$ cat src/rtl/dma_chan_arbiter.sv
module dma_chan_arbiter #(
  parameter int AW = 32,
  parameter int CW = 16,
  parameter int INC = 4,
  parameter int RELOAD_EVERY = 4
) (
  input  logic          clk,
  input  logic          rst_n,
  input  logic          cfg_we,
  input  logic [1:0]    cfg_ch,
  input  logic [1:0]    cfg_sel,
  input  logic [AW-1:0] cfg_wdata,
  input  logic          rr_mode,
  input  logic          abort,
  input  logic [1:0]    ext_req_n,
  input  logic [3:0]    periph_req,
  input  logic          xfer_done,
  output logic          grant,
  output logic [1:0]    grant_ch,
  output logic [AW-1:0] grant_src,
  output logic [3:0]    irq
);
  localparam int NCH = 4;
  localparam int RLW = $clog2(RELOAD_EVERY + 1);
  localparam logic [RLW-1:0] RL_LAST = RLW'(RELOAD_EVERY - 1);
  localparam logic [1:0] RL_CH = 2'd2;

  logic [NCH-1:0] en_q, lvl_q, burst_q, ie_q, flag_q;
  logic [1:0]     trig_q [NCH];
  logic [CW-1:0]  cnt_q  [NCH];
  logic [AW-1:0]  work_q [NCH];
  logic [AW-1:0]  prog_q;
  logic           rl_en_q;
  logic [RLW-1:0] rl_cnt_q;
  logic [1:0]     ext_prev_n, edge_pend;
  logic           busy_q;
  logic [1:0]     act_q, rr_top_q;

  logic [NCH-1:0] req, elig;
  logic [1:0]     pick, top;
  logic           pick_v, start, fin, last, stay;

  always_comb begin
    for (int c = 0; c < NCH; c++) begin
      case (trig_q[c])
        2'd0: req[c] = 1'b1;
        2'd1: req[c] = periph_req[c];
        2'd2: req[c] = (c < 2) ? (lvl_q[c] ? ~ext_req_n[c % 2] : edge_pend[c % 2]) : 1'b0;
        default: req[c] = 1'b0;
      endcase
      elig[c] = en_q[c] && (cnt_q[c] != '0) && req[c] && !abort;
    end
  end

  assign top = rr_mode ? rr_top_q : 2'd0;

  always_comb begin
    pick = 2'd0;
    pick_v = 1'b0;
    for (int i = 0; i < NCH; i++) begin
      logic [1:0] idx;
      idx = top + 2'(i);
      if (!pick_v && elig[idx]) begin
        pick = idx;
        pick_v = 1'b1;
      end
    end
  end

  assign start = !busy_q && pick_v;
  assign fin   = busy_q && xfer_done;
  assign last  = fin && (cnt_q[act_q] == CW'(1));
  assign stay  = fin && !last && burst_q[act_q] && en_q[act_q] && !abort;

  always_ff @(posedge clk or negedge rst_n) begin
    if (!rst_n) begin
      en_q <= '0; lvl_q <= '0; burst_q <= '0; ie_q <= '0; flag_q <= '0;
      for (int c = 0; c < NCH; c++) begin
        trig_q[c] <= 2'd3;
        cnt_q[c]  <= '0;
        work_q[c] <= '0;
      end
      prog_q <= '0; rl_en_q <= 1'b0; rl_cnt_q <= '0;
      ext_prev_n <= 2'b11; edge_pend <= 2'b00;
      busy_q <= 1'b0; act_q <= 2'd0; rr_top_q <= 2'd0;
    end else begin
      ext_prev_n <= ext_req_n;
      for (int c = 0; c < 2; c++) begin
        if (ext_prev_n[c] && !ext_req_n[c] && en_q[c] && trig_q[c] == 2'd2 && !lvl_q[c])
          edge_pend[c] <= 1'b1;
        if (start && pick == 2'(c))
          edge_pend[c] <= 1'b0;
      end

      if (cfg_we) begin
        case (cfg_sel)
          2'd0: begin
            en_q[cfg_ch]    <= cfg_wdata[0];
            trig_q[cfg_ch]  <= cfg_wdata[2:1];
            lvl_q[cfg_ch]   <= cfg_wdata[3];
            burst_q[cfg_ch] <= cfg_wdata[4];
            ie_q[cfg_ch]    <= cfg_wdata[5];
            if (cfg_ch == RL_CH) rl_en_q <= cfg_wdata[6];
            if (cfg_wdata[7]) flag_q[cfg_ch] <= 1'b0;
          end
          2'd1: cnt_q[cfg_ch] <= cfg_wdata[CW-1:0];
          2'd2: begin
            work_q[cfg_ch] <= cfg_wdata;
            if (cfg_ch == RL_CH) begin
              prog_q   <= cfg_wdata;
              rl_cnt_q <= '0;
            end
          end
          default: ;
        endcase
      end

      if (start) begin
        busy_q <= 1'b1;
        act_q  <= pick;
        if (rr_mode) rr_top_q <= pick + 2'd1;
      end

      if (fin) begin
        cnt_q[act_q] <= cnt_q[act_q] - CW'(1);
        if (act_q == RL_CH && rl_en_q && rl_cnt_q == RL_LAST) begin
          work_q[act_q] <= prog_q;
          rl_cnt_q <= '0;
        end else begin
          work_q[act_q] <= work_q[act_q] + AW'(INC);
          if (act_q == RL_CH && rl_en_q) rl_cnt_q <= rl_cnt_q + RLW'(1);
        end
        if (last) begin
          en_q[act_q]   <= 1'b0;
          flag_q[act_q] <= 1'b1;
        end
        busy_q <= stay;
      end
    end
  end

  assign grant     = busy_q;
  assign grant_ch  = act_q;
  assign grant_src = work_q[act_q];
  assign irq       = flag_q & ie_q;

  assert_grant_count_R2: assert property (@(posedge clk) disable iff (!rst_n)
    grant |-> cnt_q[grant_ch] != '0);

  assert_steal_release_R5: assert property (@(posedge clk) disable iff (!rst_n)
    (grant && xfer_done && !burst_q[grant_ch]) |=> !grant);

  assert_burst_keep_R6: assert property (@(posedge clk) disable iff (!rst_n)
    (grant && xfer_done && burst_q[grant_ch] && en_q[grant_ch] && !abort
     && cnt_q[grant_ch] != CW'(1)) |=> (grant && $stable(grant_ch)));

  assert_last_done_R9: assert property (@(posedge clk) disable iff (!rst_n)
    (grant && xfer_done && cnt_q[grant_ch] == CW'(1))
      |=> (!grant && !en_q[$past(grant_ch)] && flag_q[$past(grant_ch)]));

  assert_abort_blocks_R11: assert property (@(posedge clk) disable iff (!rst_n)
    (abort && !grant) |=> !grant);

  assert_hold_grant_R12: assert property (@(posedge clk) disable iff (!rst_n)
    (grant && !xfer_done) |=> (grant && $stable(grant_ch)));
endmodule

$ cat config.mk
export PLATFORM = sky130hd
export DESIGN_NAME = dma_chan_arbiter
export DESIGN_NICKNAME = d
export VERILOG_FILES = /design/src/rtl/dma_chan_arbiter.sv
export SDC_FILE = /design/constraint.sdc
export NUM_CORES = 1
export LEC_CHECK = 0
export BUFFER_PORTS_ARGS = -buffer_cell sky130_fd_sc_hd__buf_2
export CORE_MARGIN = 3
export CORE_UTILIZATION = 50
export DETAILED_ROUTE_END_ITERATION = 7
export PLACE_DENSITY_LB_ADDON = 0.2
export SLEW_MARGIN = 20
export SYNTH_ARGS = -nofsm -noshare
export SYNTH_HDL_FRONTEND = slang
export SYNTH_SLANG_ARGS = --single-unit
$ cat constraint.sdc
create_clock -name clk -period 7.45 [get_ports clk]
set_clock_uncertainty 0.1 [all_clocks]
set_input_delay 1.49 -clock clk [delete_from_list [all_inputs] [get_ports clk]]
set_output_delay 1.49 -clock clk [all_outputs]
set_load 0.005 [all_outputs]
Word level (Yosys, flattened, before mapping)
Index checks and enable logic that the tools add are counted.
Operators by class
  magnitude comparators: 12
  add/subtract/negate cells: 7
  equality and inequality tests: 13
  reduce and logical (&&, ||, !) cells: 65
  bitwise gates (word level): 10
  multiplexer cells: 85
Operators by type and width (number)
  $mux W128: 4
  $bwmux W128: 3
  $mux W64: 3
  $bwmux W64: 2
  $demux W32 S2: 2
  $mux W32: 4
  $bmux W32 S2: 1
  $demux W16 S2: 2
  $mux W16: 4
  $reduce_bool A16 Y1: 4
  $logic_and A1 B1 Y1: 38
  $mux W4: 9
  $add A32 B3 Y32 const B: 1
  $bmux W16 S2: 1
  $mux W1: 20
  $lt A2 B3 Y1 const B: 6
  $mux W3: 6
  $bwmux W4: 4
  $eq A16 B1 Y1 const B: 1
  $sub A16 B1 Y16 const B: 1
  $and A4 B4 Y4: 3
  $bmux W1 S2: 6
  $eq A2 B1 Y1 const B: 6
  $logic_not A2 Y1: 6
  22 further kinds: 55
Word-level totals
  register bits after elaboration: 265
  input port bits: 48
  logic and storage cells: 218
  output and inout bits: 39

Logic depth before layout (Yosys ltp)
Gate-level depths: netlist of the first run.
  depth in word-level cells: 20
  mapped depth: 12
  gate-level depth less buffers: 10

Least setup slack after synthesis of the first run
Ideal clock, no wire load.
  path type: register -> output
  from: register act_q[0] (netlist: grant_ch[0])
  to: output grant_src[29]
  path slack: 3.947 ns
  data arrival time: 1.913 ns
  stages on the path, launching flop included: 7
  data required time: 5.860 ns
  buffers on the path: 5
  cell sequence: dfrtp_1 > buf_6 > buf_12 > buf_6 > buf_4 > buf_2 > mux4_2
On the way
  word-level cells in the longest chain between the ends: 4
RTL lines
  start, declared: line 37  | logic [1:0] act_q, rr_top_q;
  start signal, assigned: line 120  | act_q <= pick;
  $not A2 Y3 (not written as such): line 144  | assign grant_src = work_q[act_q];
  $bmux W32 S2: line 144
  $mux W32 (not written as such) (2 in a row): line 144
  end, declared: line 20  | output logic [AW-1:0] grant_src,
No other way between the ends. The select of a mux whose other input is x is not followed.

Worst setup path after layout of the first run
Ends and elaborated chain as after synthesis.

==> report_table.html, run 1 <==
<table>
<tr><th>Metric</th><th>Value</th></tr>
<tr><th colspan="2">Layout</th></tr>
<tr><td>Most common cell after layout, fill and taps aside</td><td>dfrtp_1</td></tr>
<tr><td>Cell area after layout</td><td>~0.016 mm2</td></tr>
<tr><td>Final Net Count</td><td>1535</td></tr>
<tr><td>Fill cell total of the finished layout</td><td>roughly 2500</td></tr>
<tr><td>Layout area overhead</td><td>10.6%</td></tr>
<tr><td>Final instance count without filler cells</td><td>about 1900</td></tr>
<tr><td>Share of the core filled with cells</td><td>56.8%</td></tr>
<tr><td>Flip-flop and latch area</td><td>roughly 0.0066 mm2</td></tr>
<tr><td>Leading cell types in the layout, fill and taps excluded</td><td>251 x dfrtp_1, 228 x nand2_1, 167 x a21oi_1</td></tr>
<tr><td># diodes</td><td>0</td></tr>
<tr><td>Footprint of the multi-input gates</td><td>0.00735 mm2</td></tr>
<tr><td>Share of layout cells above drive strength 1</td><td>a little under a fifth</td></tr>
<tr><th colspan="2">Pwr</th></tr>
<tr><td>Power density over cell area</td><td>441 mW/mm2</td></tr>
<tr><td>Max rail drop VDD</td><td>0.205 mV</td></tr>
<tr><td>Total power</td><td>between 7000 and 8000 uW</td></tr>
<tr><td>Cell leakage power</td><td>a little under 0.007 uW</td></tr>
<tr><th colspan="2">Synth</th></tr>
<tr><td>Cell accounting for the most synthesized area</td><td>dfrtp_1</td></tr>
<tr><td>Dominant register cell in the synthesized netlist</td><td>dfrtp_1</td></tr>
<tr><td>Number of warning messages in the yosys log</td><td>0</td></tr>
<tr><td>Area fraction of the dominant cell type after synthesis</td><td>43.9%</td></tr>
<tr><td>Post-synth net total</td><td>1514</td></tr>
<tr><td>Number of storage elements in the synthesis netlist</td><td>between 200 and 300</td></tr>
<tr><td>Post-synthesis cell count</td><td>approximately 1500</td></tr>
<tr><td>Number of distinct library cells after synthesis</td><td>between 60 and 70</td></tr>
<tr><td>Proportion of register bits with asynchronous set or reset after synthesis</td><td>100%</td></tr>
<tr><td>Post-synthesis sequential area ratio</td><td>45.7%</td></tr>
<tr><td>Synthesized area</td><td>about 0.014 mm2</td></tr>
<tr><td>Number of flops mapped to enable cells by yosys</td><td>0</td></tr>
<tr><td>Mean post-synth cell area</td><td>approximately 10 um2</td></tr>
<tr><td>Ranking of synthesized cells by area</td><td>dfrtp_1 44%, mux4_2 6.9%, nand2_1 6.0%</td></tr>
<tr><th colspan="2">Routing</th></tr>
<tr><td>Wire length per cell</td><td>21.8 um</td></tr>
<tr><td>Remaining routing DRC violations</td><td>0</td></tr>
<tr><td>Total wirelength of the detailed-routed design</td><td>41000 um</td></tr>
<tr><td>Overall via count from detail_route</td><td>between 10000 and 15000</td></tr>
<tr><td>1st-pass router iterations</td><td>5</td></tr>
<tr><td>1st-iter DRT viols</td><td>around 1100</td></tr>
<tr><td>Via density per instance</td><td>slightly above 6</td></tr>
<tr><td>Antenna viol nets, final</td><td>0</td></tr>
<tr><th colspan="2">Clock tree</th></tr>
<tr><td>Worst-path clk slew</td><td>60 ps</td></tr>
<tr><td>Maximum root-to-sink buffer count</td><td>3</td></tr>
<tr><td>Clk sink count</td><td>approximately 260</td></tr>
<tr><td>Master cell of the clock root buffer</td><td>clkbuf_16</td></tr>
<tr><td>TritonCTS clock tree</td><td>yes</td></tr>
<tr><td>Depth of the CTS H-tree</td><td>1</td></tr>
<tr><td>Num CTS Buffers</td><td>30</td></tr>
<tr><td>Clk Latency, worst-skew pair</td><td>roughly 560 ps</td></tr>
<tr><td>Resize count post-CTS</td><td>0</td></tr>
<tr><td>Post-CTS setup-driven buffer insertion count</td><td>0</td></tr>
<tr><td>Number of hold buffers added after cts</td><td>0</td></tr>
<tr><th colspan="2">Setup path</th></tr>
<tr><td>Cell with the biggest individual delay on the critical path</td><td>dfrtp_4</td></tr>
<tr><td>Maximum fanout along the worst path</td><td>32</td></tr>
<tr><td>CP delay by family, top</td><td>buffers and inverters</td></tr>
<tr><td>Cell-by-cell listing of the critical path</td><td>buf_4, mux4_2, buf_2</td></tr>
<tr><td>Required time at the worst-slack endpoint</td><td>5860 ps</td></tr>
<tr><td>Peak per-stage delay on the critical path</td><td>around 770 ps</td></tr>
<tr><td>Crit path depth</td><td>3</td></tr>
<tr><td>Critical path class</td><td>reg2out</td></tr>
<tr><td>Capturing element type of the critical path</td><td>primary output</td></tr>
<tr><td>Critical path startpoint category</td><td>flop</td></tr>
<tr><td>Sum of buffers and inverters on the critical path</td><td>2</td></tr>
<tr><td>Register-to-Register Path Depth</td><td>7</td></tr>
<tr><td>Arrival time at the worst endpoint</td><td>2880 ps</td></tr>
<tr><td>Register-to-register setup slack</td><td>approximately 3800 ps</td></tr>
<tr><th colspan="2">Min path</th></tr>
<tr><td>Instance count along the most critical hold path</td><td>2</td></tr>
<tr><td>Worst min-delay path category</td><td>reg2reg</td></tr>
<tr><th colspan="2">Status</th></tr>
<tr><td>Status</td><td>finished clean</td></tr>
<tr><th colspan="2">Global route</th></tr>
<tr><td>Pin count of the biggest net entering global routing</td><td>160</td></tr>
<tr><td>GR Overflow Total</td><td>0</td></tr>
<tr><td>Total global-route track usage</td><td>roughly a quarter</td></tr>
<tr><td>Vias in the first global route</td><td>about 12000</td></tr>
<tr><td>Number of antenna violations at the first check in global routing</td><td>1</td></tr>
<tr><td>First-pass GRT wire length</td><td>65400 um</td></tr>
<tr><th colspan="2">STA</th></tr>
<tr><td>Slew Limit Headroom</td><td>about a quarter</td></tr>
<tr><td>Pins over their slew limit</td><td>0</td></tr>
<tr><td>Final Critical Period</td><td>roughly 4500 ps</td></tr>
<tr><td>Share of the clock period used by the worst path after layout</td><td>60.0%</td></tr>
<tr><td>Hold Fails Final Rpt</td><td>0</td></tr>
<tr><td>Slew at the pin with the worst max-slew slack</td><td>~1100 ps</td></tr>
<tr><td>Final Setup Violations</td><td>0</td></tr>
<tr><td>Setup repair after global routing missed its margin</td><td>false</td></tr>
<tr><td>Max Fclk</td><td>roughly 0.22 GHz</td></tr>
<tr><td>Setup Total Neg Slack</td><td>0 ps</td></tr>
<tr><th colspan="2">Placed design</th></tr>
<tr><td>Number of placed cells counting well taps</td><td>between 1500 and 2000</td></tr>
<tr><td>Instance area after placement</td><td>0.0150 mm2</td></tr>
<tr><td>Placer's final routability congestion estimate</td><td>around 0.90</td></tr>
<tr><td>Count of buffers from port buffering</td><td>86</td></tr>
<tr><td>Post-detailed-placement half-perimeter wirelength</td><td>approximately 25000 um</td></tr>
<tr><th colspan="2">Die</th></tr>
<tr><td>Number of cell rows</td><td>between 60 and 70</td></tr>
<tr><td>Die Height</td><td>around 180 um</td></tr>
<tr><td>Die area</td><td>a little over 0.03 mm2</td></tr>
<tr><td>Number of placed I/O pins</td><td>87</td></tr>
<tr><td>Overall die width</td><td>roughly 180 um</td></tr>
<tr><td>Total core area</td><td>between 0.02 and 0.03 mm2</td></tr>
<tr><td>Starting Density</td><td>51.4%</td></tr>
<tr><th colspan="2">Flow run</th></tr>
<tr><td>Max Cap Viol</td><td>0</td></tr>
</table>
-- through the flow --
stage / hold WS [ps] / worst slack [ps]
floorplan: 341 / 3950
global placement: 355 / 3490
detailed placement: 364 / 3400
CTS: 380 / 2940
global route: 393 / 2830
finish: 375 / 2980
-- power by group --
group / leakage [uW] / internal (uW) / switching, uW
combinational: 0.00314 / 1410 / 1740
sequential: 0.00317 / 2040 / 472
clock: 0.000441 / 779 / 599
total: 0.00675 / 4240 / 2810
-- path summary, 6_finish.rpt --
check                             from            end
min in group asynchronous        rst_n    rr_top_q[0]
max in group asynchronous        rst_n     work_q[21]
max reg2reg                grant_ch[0]          grant
min reg2reg                 prog_q[13]     prog_q[13]
max                        grant_ch[0]  grant_src[29]
min                         prog_q[13]     prog_q[13]
-- worst min-delay path: cells and delay by family, from the launching register on --
family,cells,cell delay (ps)
DFF,1,340
and+or+nand+nor,2,110
-- Yosys cell counts (all sizes together), types with 4 or more instances --
library cell / n
nor3: 11
nand2b: 5
a21oi: 167
o21ai: 85
mux2i: 57
and4: 4
a211oi: 79
nor2b: 86
nand4: 9
a31oi: 15
mux2: 50
xnor2: 23
xor2: 18
dfrtp: 253
nor2: 69
nor4: 17
and3: 21
clkbuf: 89
buf: 23
nand2: 231
mux4: 48
nor4b: 4
ha: 7
and2: 12
dfstp: 10
nand3: 20
inv: 12
nor3b: 4
-- area by class of cell --
cell class	count	share of cell area [%]
inverters	12	0.282
clock buffers	44	5.28
flip-flops and latches	263	41.4
multi-input cells	1072	46.0
clock inverters	9	0.384
repair buffers	101	3.69
well taps	378	2.96
-- logic make-up (layout without fill, tap and decap cells) --
family / count (synthesis) / after routing / synth area share [%]
AO/OA/AOI/OAI: 370 / 370 / 14.9
adder cells (fa/ha/maj): 7 / 7 / 0.607
multiplexers: 155 / 155 / 15.4
XOR/XNOR: 41 / 41 / 2.75
buffers and inverters: 124 / 166 / 3.78
flip-flops: 263 / 263 / 45.7
AND/OR/NAND/NOR: 499 / 499 / 16.8
-- state kept, by name, indices dropped and copies added, names as in the netlist --
name and flops:
burst_q 4, cnt_q 64, edge_pend 2, en_q 4, ext_prev_n 2, flag_q 4, grant 1, grant_ch 2
ie_q 4, lvl_q 2, prog_q 32, rl_cnt_q 3, rl_en_q 1, rr_top_q 2, trig_q 8, work_q 128
-- routing by layer --
metal	up-vias	GRT usage, %	share of wire, %
met3	88	3.72	6.4
met2	430	42.0	46
li1	5282	-	-
met4	2	8.22	3.1
met1	5884	38.0	44
met5	-	0	0.017
No activity file was read; power rests on OpenSTA's default activity.
==> inputs of run 2 (changes only) <==
==> constraint.sdc (replaced) <==
create_clock -name clk -period 4.3 [get_ports clk]
set_clock_uncertainty 0.1 [all_clocks]
set_input_delay 0.86 -clock clk [delete_from_list [all_inputs] [get_ports clk]]
set_output_delay 0.86 -clock clk [all_outputs]
set_load 0.005 [all_outputs]
==> run 2 against run 1 <==
  * Cell count is 0.27% higher
  * Combinational power is 73% higher
  * Die area stayed put
  * Critical path type unchanged
  * Clock power is 90% higher
  * Register-to-register slack worse by 2900 ps
  * Hold slack worse by 130 ps
  * Wire length is 0.38% lower
  * Utilization is 0.78 points higher
  * Sequential power is 74% higher
  * Clock-buffer cell count is 2 higher
==> report_table.html, run 2 (same netlist as run 1, synthesis figures left out) <==
<table>
<tr><th>Metric</th><th>Value</th></tr>
<tr><th colspan="2">Status</th></tr>
<tr><td>Status</td><td>finished clean (unchanged)</td></tr>
<tr><th colspan="2">Clock tree</th></tr>
<tr><td>Depth of the CTS H-tree</td><td>1 (unchanged)</td></tr>
<tr><td>Clk sink count</td><td>263 (unchanged)</td></tr>
<tr><td>Resize count post-CTS</td><td>0 (unchanged)</td></tr>
<tr><td>TritonCTS clock tree</td><td>yes (unchanged)</td></tr>
<tr><td>Worst-path clk slew</td><td>60 ps (about the same)</td></tr>
<tr><td>Clk Latency, worst-skew pair</td><td>550 ps (was 560 ps)</td></tr>
<tr><td>Num CTS Buffers</td><td>29 (was 30)</td></tr>
<tr><td>Number of hold buffers added after cts</td><td>0 (unchanged)</td></tr>
<tr><td>Post-CTS setup-driven buffer insertion count</td><td>0 (unchanged)</td></tr>
<tr><td>Maximum root-to-sink buffer count</td><td>3 (unchanged)</td></tr>
<tr><td>Master cell of the clock root buffer</td><td>clkbuf_16 (unchanged)</td></tr>
<tr><th colspan="2">Setup path</th></tr>
<tr><td>Cell with the biggest individual delay on the critical path</td><td>dfrtp_4 (unchanged)</td></tr>
<tr><td>Maximum fanout along the worst path</td><td>44 (was 32)</td></tr>
<tr><td>Peak per-stage delay on the critical path</td><td>1020 ps (was 770 ps)</td></tr>
<tr><td>Cell-by-cell listing of the critical path</td><td>buf_12, mux4_2, buf_2 (was buf_4, mux4_2, buf_2)</td></tr>
<tr><td>Arrival time at the worst endpoint</td><td>2630 ps (was 2880 ps)</td></tr>
<tr><td>Capturing element type of the critical path</td><td>primary output (unchanged)</td></tr>
<tr><td>Sum of buffers and inverters on the critical path</td><td>2 (unchanged)</td></tr>
<tr><td>CP delay by family, top</td><td>flip-flops (was buffers and inverters)</td></tr>
<tr><td>Critical path startpoint category</td><td>flop (unchanged)</td></tr>
<tr><td>Required time at the worst-slack endpoint</td><td>3340 ps (was 5860 ps)</td></tr>
<tr><td>Critical path class</td><td>reg2out (unchanged)</td></tr>
<tr><th colspan="2">Layout</th></tr>
<tr><td># diodes</td><td>0 (unchanged)</td></tr>
<tr><td>Cell area after layout</td><td>0.0162 mm2 (was 0.0160 mm2)</td></tr>
<tr><td>Final Net Count</td><td>1541 (was 1535)</td></tr>
<tr><td>Register with the most flip-flops</td><td>work_q (unchanged)</td></tr>
<tr><td>Most common cell after layout, fill and taps aside</td><td>dfrtp_1 (unchanged)</td></tr>
<tr><td>Share of layout cells above drive strength 1</td><td>19.3% (was 18.7%)</td></tr>
<tr><td>Flip-flop count of the largest register, all copies and words added</td><td>128 (unchanged)</td></tr>
<tr><td>Share of the core filled with cells</td><td>57.6% (was 56.8%)</td></tr>
<tr><td>Registers with the highest flip-flop counts</td><td>work_q (128), cnt_q (64), prog_q (32) (unchanged)</td></tr>
<tr><td>Leading cell types in the layout, fill and taps excluded</td><td>251 x dfrtp_1, 228 x nand2_1, 167 x a21oi_1 (unchanged)</td></tr>
<tr><td>Layout area overhead</td><td>12.1% (was 10.6%)</td></tr>
<tr><th colspan="2">STA</th></tr>
<tr><td>Worst Hold Slack</td><td>242 ps (was 375 ps)</td></tr>
<tr><td>Slew at the pin with the worst max-slew slack</td><td>917 ps (was 1130 ps)</td></tr>
<tr><td>Hold Fails Final Rpt</td><td>0 (unchanged)</td></tr>
<tr><td>Final Critical Period</td><td>between 3000 and 4000 ps</td></tr>
<tr><td>Slew Limit Headroom</td><td>38.7% (was 24.7%)</td></tr>
<tr><td>Setup Total Neg Slack</td><td>0 ps (unchanged)</td></tr>
<tr><td>Final Setup Violations</td><td>0 (unchanged)</td></tr>
<tr><td>Max Fclk</td><td>0.279 GHz</td></tr>
<tr><td>Pins over their slew limit</td><td>0 (unchanged)</td></tr>
<tr><td>Share of the clock period used by the worst path after layout</td><td>a little over four fifths</td></tr>
<tr><td>Setup repair after global routing missed its margin</td><td>false (unchanged)</td></tr>
<tr><th colspan="2">Flow run</th></tr>
<tr><td>Max Cap Viol</td><td>0 (unchanged)</td></tr>
<tr><th colspan="2">Die</th></tr>
<tr><td>Die Height</td><td>176 um (unchanged)</td></tr>
<tr><td>Starting Density</td><td>51.4% (unchanged)</td></tr>
<tr><td>Overall die width</td><td>176 um (unchanged)</td></tr>
<tr><td>Total core area</td><td>0.0281 mm2 (unchanged)</td></tr>
<tr><td>Die area</td><td>0.0309 mm2 (unchanged)</td></tr>
<tr><td>Number of placed I/O pins</td><td>87 (unchanged)</td></tr>
<tr><td>Number of cell rows</td><td>61 (unchanged)</td></tr>
<tr><th colspan="2">Routing</th></tr>
<tr><td>1st-pass router iterations</td><td>5 (unchanged)</td></tr>
<tr><td>Antenna viol nets, final</td><td>0 (unchanged)</td></tr>
<tr><td>Overall via count from detail_route</td><td>11700 (about the same)</td></tr>
<tr><td>Wire length per cell</td><td>21.7 um (was 21.8 um)</td></tr>
<tr><td>1st-iter DRT viols</td><td>1105 (was 1073)</td></tr>
<tr><td>Via density per instance</td><td>6.23 (was 6.22)</td></tr>
<tr><td>Remaining routing DRC violations</td><td>0 (unchanged)</td></tr>
<tr><td>Total wirelength of the detailed-routed design</td><td>40800 um (was 41000 um)</td></tr>
<tr><th colspan="2">Pwr</th></tr>
<tr><td>Max rail drop VDD</td><td>0.399 mV (was 0.205 mV)</td></tr>
<tr><td>Cell leakage power</td><td>0.00686 uW (was 0.00675 uW)</td></tr>
<tr><td>Power density over cell area</td><td>771 mW/mm2 (was 441 mW/mm2)</td></tr>
<tr><th colspan="2">Global route</th></tr>
<tr><td>Pin count of the biggest net entering global routing</td><td>99 (was 160)</td></tr>
<tr><td>Vias in the first global route</td><td>11600 (about the same)</td></tr>
<tr><td>GR Overflow Total</td><td>0 (unchanged)</td></tr>
<tr><td>Number of antenna violations at the first check in global routing</td><td>0 (was 1)</td></tr>
<tr><td>First-pass GRT wire length</td><td>65600 um (was 65400 um)</td></tr>
<tr><td>Total global-route track usage</td><td>26.5% (about the same)</td></tr>
<tr><th colspan="2">Placed design</th></tr>
<tr><td>Post-detailed-placement half-perimeter wirelength</td><td>25700 um (was 24800 um)</td></tr>
<tr><td>Count of buffers from port buffering</td><td>86 (unchanged)</td></tr>
<tr><td>Instance area after placement</td><td>0.0151 mm2 (was 0.0150 mm2)</td></tr>
<tr><td>Placer's final routability congestion estimate</td><td>0.888 (was 0.900)</td></tr>
<tr><th colspan="2">Min path</th></tr>
<tr><td>Worst min-delay path category</td><td>in2async (was reg2reg)</td></tr>
</table>
==> run 2: cell types whose count changed in the layout (fill, tap and decap cells not counted) <==
cell        before  now
clkbuf_8         4   12
buf_12           1    6
clkbuf_1        10    5
clkinv_2         6    1
buf_4           12   15
bufinv_16        0    3
buf_6            1    0
clkbuf_16       30   29
clkinv_8         1    0
clkinvlp_4       2    1
==> run 2: stage by stage <==
step	cells	worst slack, ps	total power (uW)
2_1_floorplan	1459	1430	8220
3_3_place_gp	1832	926	9670
3_5_place_dp	1832	879	9800
4_1_cts	1883	658	12500
5_1_grt	1884	565	13300
6_report	1884	712	12500
==> run 2: power breakdown <==
| group | internal (uW) | switching [uW] | leakage, uW | total (uW) |
|---|---|---|---|---|
| sequential | 3540 | 853 | 0.00317 | 4390 |
| clock | 1610 | 1010 | 0.000496 | 2620 |
| combinational | 2480 | 2980 | 0.00319 | 5460 |
| total | 7640 | 4830 | 0.00686 | 12500 |
==> run 2: final timing paths <==
kind | from | end | slack [ps] | cells after the start
setup / recovery | grant_ch[0] | grant_src[29] | 710 | 3
hold / removal | rst_n | en_q[3] | 240 | 1
setup reg to reg | grant_ch[0] | work_q[124] | 850 | 8
hold reg to reg | prog_q[6] | prog_q[6] | 380 | 2
max in group asynchronous | rst_n | work_q[94] | 2860 | 2
min in group clk | ext_req_n[1] | ext_prev_n[1] | 340 | 1
==> run 2: layout make-up <==
cell class                 count  area (um2)
clock buffer                  46         910
clock inverter                 5         103
fill                        2520       11900
inverter                      12        45.0
multi-input combinational   1072        7350
sequential                   263        6600
tap                          378         473
timing repair buffer         108         701
==> run 2: metal layers <==
| metal | GRT usage, % | routed length (um) |
|---|---|---|
| met4 | 7.49 | 1110 |
| met3 | 4.17 | 2540 |
| met1 | 37.7 | 18000 |
| met2 | 42.3 | 19100 |
| met5 | 0 | 0 |
==> inputs of run 3 (changes only) <==
==> constraint.sdc (replaced) <==
create_clock -name clk -period 2.9 [get_ports clk]
set_clock_uncertainty 0.1 [all_clocks]
set_input_delay 0.58 -clock clk [delete_from_list [all_inputs] [get_ports clk]]
set_output_delay 0.58 -clock clk [all_outputs]
set_load 0.005 [all_outputs]
==> run 3 against run 2 <==
  * Via count grew 2.8%
  * Final area rose by 5.1%
  * Setup slack lost 650 ps
  * Die area did not move
  * First-iteration DRC count grew 20%
  * Combinational power rose by 70%
  * Wire length up 5.3%
  * Cell count increased by 3.7%
  * Critical path depth grew 1
  * Utilization grew 2.9 points
  * Sequential power grew 45%
  * Register-to-register slack got worse by 770 ps
==> report_table.html, run 3 (same netlist as run 1, synthesis figures left out) <==
<table>
<tr><th>Metric</th><th>Value</th></tr>
<tr><th colspan="2">Global route</th></tr>
<tr><td>Number of antenna violations at the first check in global routing</td><td>3 (was 0)</td></tr>
<tr><td>Pin count of the biggest net entering global routing</td><td>91 (was 99)</td></tr>
<tr><td>First-pass GRT wire length</td><td>67800 um (was 65600 um)</td></tr>
<tr><td>Total global-route track usage</td><td>27.6% (was 26.5%)</td></tr>
<tr><td>Vias in the first global route</td><td>12000 (was 11600)</td></tr>
<tr><td>GR Overflow Total</td><td>0 (unchanged)</td></tr>
<tr><th colspan="2">Layout</th></tr>
<tr><td>Final instance count without filler cells</td><td>1954 (was 1884)</td></tr>
<tr><td>Final Net Count</td><td>1606 (was 1541)</td></tr>
<tr><td>Leading cell types in the layout, fill and taps excluded</td><td>251 x dfrtp_1, 227 x nand2_1, 166 x a21oi_1 (was 251 x dfrtp_1, 228 x nand2_1, 167 x a21oi_1)</td></tr>
<tr><td>Share of layout cells above drive strength 1</td><td>24.6% (was 19.3%)</td></tr>
<tr><td>Register with the most flip-flops</td><td>work_q (unchanged)</td></tr>
<tr><td>Footprint of the multi-input gates</td><td>0.00751 mm2 (was 0.00735 mm2)</td></tr>
<tr><td>Fill cell total of the finished layout</td><td>2415 (was 2520)</td></tr>
<tr><td>Most common cell after layout, fill and taps aside</td><td>dfrtp_1 (unchanged)</td></tr>
<tr><td>Flip-flop count of the largest register, all copies and words added</td><td>128 (unchanged)</td></tr>
<tr><td>Registers with the highest flip-flop counts</td><td>work_q (128), cnt_q (64), prog_q (32) (unchanged)</td></tr>
<tr><td>Layout area overhead</td><td>17.8% (was 12.1%)</td></tr>
<tr><td>Flip-flop and latch area</td><td>0.00660 mm2 (unchanged)</td></tr>
<tr><th colspan="2">Clock tree</th></tr>
<tr><td>Clk Latency, worst-skew pair</td><td>560 ps (was 550 ps)</td></tr>
<tr><td>TritonCTS clock tree</td><td>yes (unchanged)</td></tr>
<tr><td>Worst-path clk slew</td><td>60 ps (about the same)</td></tr>
<tr><td>Master cell of the clock root buffer</td><td>clkbuf_16 (unchanged)</td></tr>
<tr><td>Num CTS Buffers</td><td>30 (was 29)</td></tr>
<tr><td>Maximum root-to-sink buffer count</td><td>3 (unchanged)</td></tr>
<tr><td>Clk sink count</td><td>263 (unchanged)</td></tr>
<tr><td>Depth of the CTS H-tree</td><td>1 (unchanged)</td></tr>
<tr><th colspan="2">Routing</th></tr>
<tr><td>Via density per instance</td><td>6.18 (was 6.23)</td></tr>
<tr><td>Total wirelength of the detailed-routed design</td><td>43000 um (was 40800 um)</td></tr>
<tr><td>Total met2 wirelength after detailed routing</td><td>20400 um (was 19100 um)</td></tr>
<tr><td>Max Used Layer</td><td>met5 (was met4)</td></tr>
<tr><td>Met1 wire length</td><td>18200 um (was 18000 um)</td></tr>
<tr><td>Antenna viol nets, final</td><td>0 (unchanged)</td></tr>
<tr><td>Remaining routing DRC violations</td><td>0 (unchanged)</td></tr>
<tr><td>Overall via count from detail_route</td><td>12100 (was 11700)</td></tr>
<tr><td>Sum of met3 wire segment lengths after detailed routing</td><td>3210 um (was 2540 um)</td></tr>
<tr><td>1st-iter DRT viols</td><td>1322 (was 1105)</td></tr>
<tr><td>1st-pass router iterations</td><td>5 (unchanged)</td></tr>
<tr><td>Wire length per cell</td><td>22.0 um (was 21.7 um)</td></tr>
<tr><th colspan="2">Pwr</th></tr>
<tr><td>Clock network fraction of design power</td><td>21.0% (about the same)</td></tr>
<tr><td>Max rail drop VDD</td><td>0.689 mV (was 0.399 mV)</td></tr>
<tr><td>Internal power</td><td>12200 uW (was 7640 uW)</td></tr>
<tr><td>Cell leakage power</td><td>0.00726 uW (was 0.00686 uW)</td></tr>
<tr><td>Switching share of power</td><td>38.6% (was 38.8%)</td></tr>
<tr><td>Power density over cell area</td><td>1170 mW/mm2 (was 771 mW/mm2)</td></tr>
<tr><td>Total power</td><td>19800 uW (was 12500 uW)</td></tr>
<tr><td>Sequential power share</td><td>32.1% (was 35.2%)</td></tr>
<tr><td>Switching Power</td><td>7650 uW (was 4830 uW)</td></tr>
<tr><td>Combinational share of power</td><td>46.8% (was 43.8%)</td></tr>
<tr><th colspan="2">Placed design</th></tr>
<tr><td>Count of buffers from port buffering</td><td>86 (unchanged)</td></tr>
<tr><td>Placer's final routability congestion estimate</td><td>0.887 (was 0.888)</td></tr>
<tr><td>Number of placed cells counting well taps</td><td>1885 (was 1832)</td></tr>
<tr><td>Post-detailed-placement half-perimeter wirelength</td><td>27800 um (was 25700 um)</td></tr>
<tr><th colspan="2">Die</th></tr>
<tr><td>Die area</td><td>0.0309 mm2 (unchanged)</td></tr>
<tr><td>Number of placed I/O pins</td><td>87 (unchanged)</td></tr>
<tr><td>Number of cell rows</td><td>61 (unchanged)</td></tr>
<tr><td>Starting Density</td><td>51.4% (unchanged)</td></tr>
<tr><td>Overall die width</td><td>176 um (unchanged)</td></tr>
<tr><td>Total core area</td><td>0.0281 mm2 (unchanged)</td></tr>
<tr><td>Die Height</td><td>176 um (unchanged)</td></tr>
<tr><th colspan="2">Setup path</th></tr>
<tr><td>Crit Reg-Reg Endpoint</td><td>edge_pend[0] (was work_q[124])</td></tr>
<tr><td>Maximum fanout along the worst path</td><td>15 (was 44)</td></tr>
<tr><td>Startpoint of the lowest-slack register-to-register path</td><td>cnt_q[19] (was grant_ch[0])</td></tr>
<tr><td>Critical path class</td><td>reg2out (unchanged)</td></tr>
<tr><td>Required time at the worst-slack endpoint</td><td>2220 ps (was 3340 ps)</td></tr>
<tr><td>Register-to-register setup slack</td><td>80 ps (was 850 ps)</td></tr>
<tr><td>Arrival time at the worst endpoint</td><td>2160 ps (was 2630 ps)</td></tr>
<tr><td>Source of the critical timing path</td><td>grant_ch[0] (unchanged)</td></tr>
<tr><td>Cell-by-cell listing of the critical path</td><td>buf_12, mux4_2, buf_4, buf_2 (was buf_12, mux4_2, buf_2)</td></tr>
<tr><td>Register-to-Register Path Depth</td><td>11 (was 8)</td></tr>
<tr><td>Peak per-stage delay on the critical path</td><td>590 ps (was 1020 ps)</td></tr>
<tr><td>Capturing element type of the critical path</td><td>primary output (unchanged)</td></tr>
<tr><td>Sum of buffers and inverters on the critical path</td><td>3 (was 2)</td></tr>
<tr><td>Cell with the biggest individual delay on the critical path</td><td>mux4_2 (was dfrtp_4)</td></tr>
<tr><td>Critical path startpoint category</td><td>flop (unchanged)</td></tr>
<tr><td>CP delay by family, top</td><td>multiplexers (was flip-flops)</td></tr>
<tr><th colspan="2">Min path</th></tr>
<tr><td>Worst Hold Endpoint</td><td>ext_prev_n[1]</td></tr>
<tr><td>Worst min-delay path category</td><td>in2reg (was in2async)</td></tr>
<tr><td>Worst Hold Launch</td><td>ext_req_n[1]</td></tr>
<tr><td>Instance count along the most critical hold path</td><td>1</td></tr>
<tr><th colspan="2">STA</th></tr>
<tr><td>Pins over their slew limit</td><td>0 (unchanged)</td></tr>
<tr><td>Final Critical Period</td><td>2840 ps</td></tr>
<tr><td>Hold Fails Final Rpt</td><td>0 (unchanged)</td></tr>
<tr><td>Setup repair after global routing missed its margin</td><td>true (was false)</td></tr>
<tr><td>Slew Limit Headroom</td><td>53.3% (was 38.7%)</td></tr>
<tr><td>Share of the clock period used by the worst path after layout</td><td>between 90% and 100%</td></tr>
<tr><td>Final Setup Violations</td><td>0 (unchanged)</td></tr>
<tr><td>Max Fclk</td><td>roughly 0.35 GHz</td></tr>
<tr><td>Slew at the pin with the worst max-slew slack</td><td>700 ps (was 917 ps)</td></tr>
<tr><th colspan="2">Flow run</th></tr>
<tr><td>Max Cap Viol</td><td>0 (unchanged)</td></tr>
<tr><th colspan="2">Status</th></tr>
<tr><td>Status</td><td>finished clean (unchanged)</td></tr>
</table>
-- run 3: changes by cell type in the layout (fill, tap and decap cells not counted), sizes merged --
cell         before  now
buf             108  171
bufinv            3    4
clkbuf           46   48
clkinv            1    3
diode             0    1
dlygate4sd3       0    1
-- run 3: worst max-delay path by stage --
stage                     to  cells after the start
4_1_cts          rr_top_q[1]                     11
5_1_grt          rr_top_q[1]                     11
3_3_place_gp    edge_pend[0]                     11
3_5_place_dp    edge_pend[0]                     11
2_1_floorplan      cnt_q[14]                     12
6_report       grant_src[22]                      4
-- run 3: what timing repair did --
| item | in CTS | in global routing |
|---|---|---|
| endpoints found under the hold margin | 62 | 0 |
| hold buffers | 1 | 0 |
| pin swaps | 0 | 10 |
| gates resized for setup | 11 | 30 |
| setup endpoints to repair | 13 | 81 |
| buffers inserted | 4 | 7 |
-- run 3: per-layer routing --
layer,vias to the layer above,GRT usage (%)
li1,5414,-
met1,6077,39.1
met2,482,44.6
met3,94,3.93
met4,2,8.31
met5,-,0
-- run 3: power groups by stage --
stage / logic [uW] / clock network, uW / registers (uW)
after global placement: 8570 / 0 / 6300
final: 9280 / 4170 / 6360
after CTS: 8930 / 4190 / 6300
after detailed placement: 8740 / 0 / 6320
after floorplan: 6310 / 0 / 5880
after global routing: 10200 / 4360 / 6510
-- run 3: through the flow --
stage | utilization, % | instance area [um2] | setup slack (ps) | setup TNS [ps] | hold slack, ps
CTS | 59.9 | 16800 | 3.04 | 0 | 30.3
finish | 60.5 | 17000 | 60.4 | 0 | 35.1
detailed placement | 55.6 | 15600 | -35.2 | -66.2 | 364
global route | 60.5 | 17000 | -43.5 | -130 | 26.4
floorplan | - | 14400 | 188 | 0 | 184
global placement | 55.6 | 15600 | 8.94 | 0 | 358
-- run 3: layout make-up --
| class | count | share of cell area (%) |
|---|---|---|
| Antenna cell | 1 | 0.0147 |
| Clock buffer | 48 | 5.59 |
| Clock inverter | 8 | 0.861 |
| Inverter | 12 | 0.265 |
| Multi-Input combinational cell | 1072 | 44.2 |
| Sequential cell | 263 | 38.8 |
| Tap cell | 378 | 2.78 |
| Timing Repair Buffer | 172 | 7.51 |
